$ cat src/rtl/beam_acs_pkg.sv
package beam_acs_pkg;

   typedef enum logic {
      ST_IDLE = 1'b0,
      ST_RANK = 1'b1
   } acs_state_t;

endpackage

$ cat src/rtl/acs_expand.sv
module acs_expand #(
   parameter int BEAM     = 4,
   parameter int SEG_BITS = 3,
   parameter int COST_W   = 20,
   parameter int METRIC_W = 16,
   localparam int N       = BEAM << SEG_BITS
) (
   input  logic [BEAM*COST_W-1:0] surv_flat,
   input  logic [N*METRIC_W-1:0]  metrics,
   output logic [N*COST_W-1:0]    cand_flat
);

   generate
      for (genvar c = 0; c < N; c++) begin : g_cand
         localparam int P = c >> SEG_BITS;
         logic [COST_W-1:0] par;
         logic [COST_W:0]   sum;
         assign par = surv_flat[P*COST_W +: COST_W];
         assign sum = {1'b0, par} + (COST_W+1)'(metrics[c*METRIC_W +: METRIC_W]);
         assign cand_flat[c*COST_W +: COST_W] = sum[COST_W] ? {COST_W{1'b1}} : sum[COST_W-1:0];

         always_comb begin
            AST_NO_WRAP: assert (cand_flat[c*COST_W +: COST_W] >= par);
         end
      end
   endgenerate

endmodule

$ cat src/rtl/acs_rank.sv
module acs_rank #(
   parameter int N       = 32,
   parameter int COST_W  = 20,
   localparam int IDX_W  = $clog2(N),
   localparam int RANK_W = $clog2(N) + 1
) (
   input  logic [N*COST_W-1:0] cand_flat,
   input  logic [IDX_W-1:0]    sel,
   output logic [RANK_W-1:0]   rank_o
);

   logic [COST_W-1:0] own;
   logic [N-1:0]      beats;

   assign own = cand_flat[sel*COST_W +: COST_W];

   generate
      for (genvar j = 0; j < N; j++) begin : g_cmp
         logic [COST_W-1:0] other;
         assign other    = cand_flat[j*COST_W +: COST_W];
         assign beats[j] = (other < own) || ((other == own) && (IDX_W'(j) < sel));
      end
   endgenerate

   assign rank_o = RANK_W'($countones(beats));

endmodule

$ cat src/rtl/beam_acs.sv
module beam_acs #(
   parameter int BEAM     = 4,
   parameter int SEG_BITS = 3,
   parameter int COST_W   = 20,
   parameter int METRIC_W = 16,
   localparam int N       = BEAM << SEG_BITS,
   localparam int IDX_W   = $clog2(N),
   localparam int RANK_W  = $clog2(N) + 1,
   localparam int PAR_W   = $clog2(BEAM),
   localparam int MARK_W  = IDX_W
) (
   input  logic                     clk,
   input  logic                     rst_n,
   input  logic                     start_packet,
   input  logic                     in_valid,
   output logic                     in_ready,
   input  logic [N*METRIC_W-1:0]    in_metrics,
   output logic                     done,
   output logic [BEAM*COST_W-1:0]   out_cost,
   output logic [BEAM*MARK_W-1:0]   out_mark
);
   import beam_acs_pkg::*;

   generate
      if (BEAM < 2 || (BEAM & (BEAM - 1)) != 0) begin : g_bad_beam
         $error("BEAM must be a power of two, at least 2");
      end
      if (METRIC_W > COST_W) begin : g_bad_width
         $error("METRIC_W must not exceed COST_W");
      end
   endgenerate

   acs_state_t        state;
   logic [COST_W-1:0] surv_cost [BEAM];
   logic [MARK_W-1:0] surv_mark [BEAM];
   logic [BEAM*COST_W-1:0] surv_flat;
   logic [N*COST_W-1:0]    cand_now;
   logic [N*COST_W-1:0]    cand_q;
   logic [IDX_W-1:0]       idx;
   logic [RANK_W-1:0]      rank;
   logic                   accept;

   assign in_ready = (state == ST_IDLE) && !start_packet;
   assign accept   = in_valid && in_ready;

   generate
      for (genvar b = 0; b < BEAM; b++) begin : g_flat
         assign surv_flat[b*COST_W +: COST_W] = surv_cost[b];
         assign out_cost[b*COST_W +: COST_W]  = surv_cost[b];
         assign out_mark[b*MARK_W +: MARK_W]  = surv_mark[b];
      end
   endgenerate

   acs_expand #(
      .BEAM(BEAM), .SEG_BITS(SEG_BITS), .COST_W(COST_W), .METRIC_W(METRIC_W)
   ) u_expand (
      .surv_flat(surv_flat),
      .metrics  (in_metrics),
      .cand_flat(cand_now)
   );

   acs_rank #(
      .N(N), .COST_W(COST_W)
   ) u_rank (
      .cand_flat(cand_q),
      .sel      (idx),
      .rank_o   (rank)
   );

   always_ff @(posedge clk) begin
      if (!rst_n) begin
         state  <= ST_IDLE;
         done   <= 1'b0;
         idx    <= '0;
         cand_q <= '0;
         for (int b = 0; b < BEAM; b++) begin
            surv_cost[b] <= (b == 0) ? '0 : '1;
            surv_mark[b] <= '0;
         end
      end else begin
         done <= 1'b0;
         case (state)
            ST_IDLE: begin
               if (start_packet) begin
                  for (int b = 0; b < BEAM; b++) begin
                     surv_cost[b] <= (b == 0) ? '0 : '1;
                     surv_mark[b] <= '0;
                  end
               end else if (accept) begin
                  cand_q <= cand_now;
                  idx    <= '0;
                  state  <= ST_RANK;
               end
            end
            ST_RANK: begin
               if (rank < RANK_W'(BEAM)) begin
                  surv_cost[rank[PAR_W-1:0]] <= cand_q[idx*COST_W +: COST_W];
                  surv_mark[rank[PAR_W-1:0]] <= idx;
               end
               if (idx == IDX_W'(N - 1)) begin
                  state <= ST_IDLE;
                  done  <= 1'b1;
               end else begin
                  idx <= idx + 1'b1;
               end
            end
            default: state <= ST_IDLE;
         endcase
      end
   end

   AST_ROOT_START: assert property (@(posedge clk) disable iff (!rst_n)
      (start_packet && state == ST_IDLE) |=> (surv_cost[0] == '0 && surv_cost[1] == '1));
   AST_BUSY_AFTER_ACCEPT: assert property (@(posedge clk) disable iff (!rst_n)
      accept |=> !in_ready);
   AST_DONE_PULSE: assert property (@(posedge clk) disable iff (!rst_n)
      done |=> !done);

   generate
      for (genvar b = 0; b + 1 < BEAM; b++) begin : g_order
         AST_SORTED: assert property (@(posedge clk) disable iff (!rst_n)
            done |-> (surv_cost[b] <= surv_cost[b+1]));
      end
   endgenerate

endmodule

$ cat config.mk
export PLATFORM = sky130hd
export DESIGN_NAME = beam_acs
export DESIGN_NICKNAME = d
export VERILOG_FILES = /design/src/rtl/beam_acs_pkg.sv /design/src/rtl/acs_expand.sv /design/src/rtl/acs_rank.sv /design/src/rtl/beam_acs.sv
export SDC_FILE = /design/constraint.sdc
export NUM_CORES = 2
export LEC_CHECK = 0
export ABC_AREA = 1
export BUFFER_PORTS_ARGS = -buffer_cell sky130_fd_sc_hd__buf_2
export CORE_ASPECT_RATIO = 0.9
export CORE_UTILIZATION = 45
export CTS_BUF_LIST = sky130_fd_sc_hd__clkbuf_8
export DETAILED_ROUTE_END_ITERATION = 7
export REMOVE_ABC_BUFFERS = 1
export SLEW_MARGIN = 25
export SYNTH_ARGS = -nofsm -noshare
export SYNTH_HDL_FRONTEND = slang
export SYNTH_SLANG_ARGS = --single-unit
$ cat constraint.sdc
create_clock -name clk -period 23.4 [get_ports clk]
set_input_delay 1.17 -clock clk [delete_from_list [all_inputs] [get_ports clk]]
set_output_delay 1.17 -clock clk [all_outputs]
set_load 0.005 [all_outputs]
==> metrics.md <==
| Metric | Value |
|---|---|
| Status | finished with violations |
| Failing checks | design-rule violations |
| Largest net degree at the start of global routing | 207 |
| IO Pins | 618 |
| Relative slew margins | 20.7% |
| Total GRT Usage | 42.0% |
| Clock Tree Buf Depth | 3 |
| CTS root buffer | clkbuf_8 |
| Cell variety after synth | 62 |
| Worst min path class | reg -> reg |
| RR Startpoint | idx[2] |
| Die Ht | 381 um |
| TritonCTS clock tree | built |
| Most used DFF post-synth | dfxtp_1 |
| Min-delay src | cand_q[596] |
| Register area share after synthesis | 22.2% |
| Top-area cell type share of the netlist area | 20.5% |
| Layout Utilization | 50.7% |
| Setup WS post-layout | 11310 ps |
| Die X-Extent | 423 um |
| Slew Limit Fails | 0 |
| Critical path required time | 23940 ps |
| Synth warn | 0 |
| Rows | 138 |
| Crit. End Element | register |
| Final net count | 12.5k |
| CTS clock-pin slew for the worst setup and hold paths | 60 ps |
| CP max-delay cell | nor3b_4 |
| Mapped Area | 71900 um^2 |
| CTS H-Tree Depth | 4 |
| Yosys reg bits | 747 |
| Final setup TNS | 0 ps |
| Hold buffers post-CTS | 0 |
| Endpoints failing hold | 0 |
| Reg2reg path depth | 38 |
| Crit path kind | reg -> reg |
| GP Congestion | 1.06 |
| R2R Path End | surv_cost[2][17] |
| Yosys top cell by area | ha_1 |
| Worst R2R Setup Slack | 11310 ps |
| Number of gates resized after CTS | 0 |
| Layout fillers | 16.2k |
| Crit-path max FO | 36 |
| TritonCTS Buffers | 137 |
| Routed WL | 352000 um |
| Most numerous cell in the Yosys netlist | nand2_1 |
| RSZ-0062 raised after global routing | false |
| Final Cell Area | 80000 um^2 |
| Leakage Power | 36.8 nW |
| Clk_skew | 37.2 ps |
| Final period util | 51.7% |
| Grt ovf | 0 |
| First-pass GRT wire length | 501000 um |
| Dpl hpwl | 277000 um |
| Initial Utilization | 45.5% |
| DRC errors left | 159 |
| WHS | 515 ps |
| Maxcap violations | 0 |
| Worst skew pair latency | 920 ps |
| Detail Route Antenna Nets | 0 |
| Cells after DPL | 12.7k |
| Startpoint types | register |
| Syn_area_per_cell | 7.02 um^2 |
| Initial antenna violation count | 23 |
| Critical Path End | surv_cost[2][17] |
| Peak supply drop | 0.000422 V |
| Layout cell share with drive strength beyond 1 | 9.21% |
| Max Clock Freq | 0.0827 GHz |
| Syn Inst Count | 10.2k |
| Period minus WS final | 12090 ps |
| Finish-stage setup viols | 0 |
| Slew of the pin with the lowest slew margin | 1170 ps |
| IO buf count | 617 |
| Layout area overhead | 11.2% |
| Most frequent cells after synthesis | 1579 x nand2_1, 1474 x nor2_1, 1303 x a21oi_1 |
| FFs w/ async S/R, synth | 0% |
| DRT Pass-1 Iters | 8 |
| Pre-CTS setup slack | 11490 ps |
| Clock sink count | 747 |
| PwrDens | 99.8 nW/um^2 |
| Total Power Consumption | 7.99 mW |
| CP peak stage delay | 820 ps |
| DR WL/cell | 27.1 um |
| Worst EP arrival | 12630 ps |
| Core Region | 158000 um^2 |
| DRT iter0 DRCs | 9537 |
| Crit. Startpoint | idx[2] |
| Die area | 161000 um^2 |
| EDFF count, synth | 100 |
| Fin cells | 13.0k |
| Vias in the first global route | 73.4k |
| Via Count | 79.4k |
| Cell Area, Placed | 77200 um^2 |
| Synth area leaders | ha_1 20%, dfxtp_1 18%, a21oi_1 9.1% |
| Post-CTS Setup Inserts | 0 |
| Post-DR vias/cell | 6.11 |
[placed cells by master, fill, tap and decap left out, types with 43 or more instances in the layout]
master    synthesis  layout
a31oi_1          72      72
buf_2            89     616
xnor2_1         277     277
nand4_1         118     118
ha_1           1177    1177
a21oi_1        1303    1302
nand3_1         377     377
xor2_1          220     220
edfxtp_1        100     100
clkbuf_8          0     160
buf_4             8      96
a21o_1          103     103
dfxtp_1         647     646
nor2_1         1474    1472
nand2_1        1579    1573
a41oi_1          46      43
o21ai_0        1225    1224
o21bai_1         68      68
inv_1           652     696
fa_1             58      58
[worst min-delay path by stage]
| stage | endpoint | slack, ps | depth (start not counted) |
|---|---|---|---|
| CTS | cand_q[596] | 510 | 2 |
| global placement | cand_q[596] | 500 | 2 |
| global route | cand_q[596] | 520 | 2 |
| finish | cand_q[596] | 510 | 2 |
| floorplan | cand_q[516] | 450 | 2 |
| detailed placement | cand_q[596] | 500 | 2 |
[critical path: cells and delay by family (launching register included)]
kind / cells / cell delay [ps]
DFF: 1 / 720
buffers and inverters: 12 / 2920
and+or+nand+nor: 14 / 3100
AOI/OAI and AO/OA: 3 / 1150
adders and majority gates: 9 / 3660
[power by group]
group	switching, mW	internal, mW	total, mW
combinational	3.06	1.83	4.89
sequential	0.292	1.48	1.77
clock	0.637	0.693	1.33
[per-layer routing]
metal / wire length, um / vias to the layer above / track usage (%)
met2: 148000 / 3973 / 62.4
met4: 19300 / 26 / 20.3
met5: 171 / - / 0
met3: 33000 / 831 / 8.69
li1: - / 36800 / -
met1: 152000 / 37700 / 57.4
[sequential cells by signal (all words and copies together) (netlist names)]
signal	flops
cand_q	640
done	1
idx	5
state	1
surv_cost	80
surv_mark	20
[cells by family after synthesis]
kind of cell / Yosys count / synth area share (%)
XOR/XNOR: 497 / 6.05
adder cells (fa/ha/maj): 1235 / 22.1
buffers and inverters: 1009 / 5.51
AO/OA/AOI/OAI: 3092 / 23.4
flip-flops: 747 / 22.2
AND/OR/NAND/NOR: 3665 / 20.7
[area by class of cell]
cell class | instances | area [um^2] | area share [%]
clock buffers | 160 | 2200 | 2.75
clock inverters | 84 | 567 | 0.708
repair buffers | 717 | 3890 | 4.87
flip-flops and latches | 747 | 16000 | 19.9
diodes | 13 | 32.5 | 0.0407
multi-input cells | 8489 | 52200 | 65.2
well taps | 2100 | 2630 | 3.28
inverters | 676 | 2560 | 3.19
No activity file was read; power rests on OpenSTA's default activity.
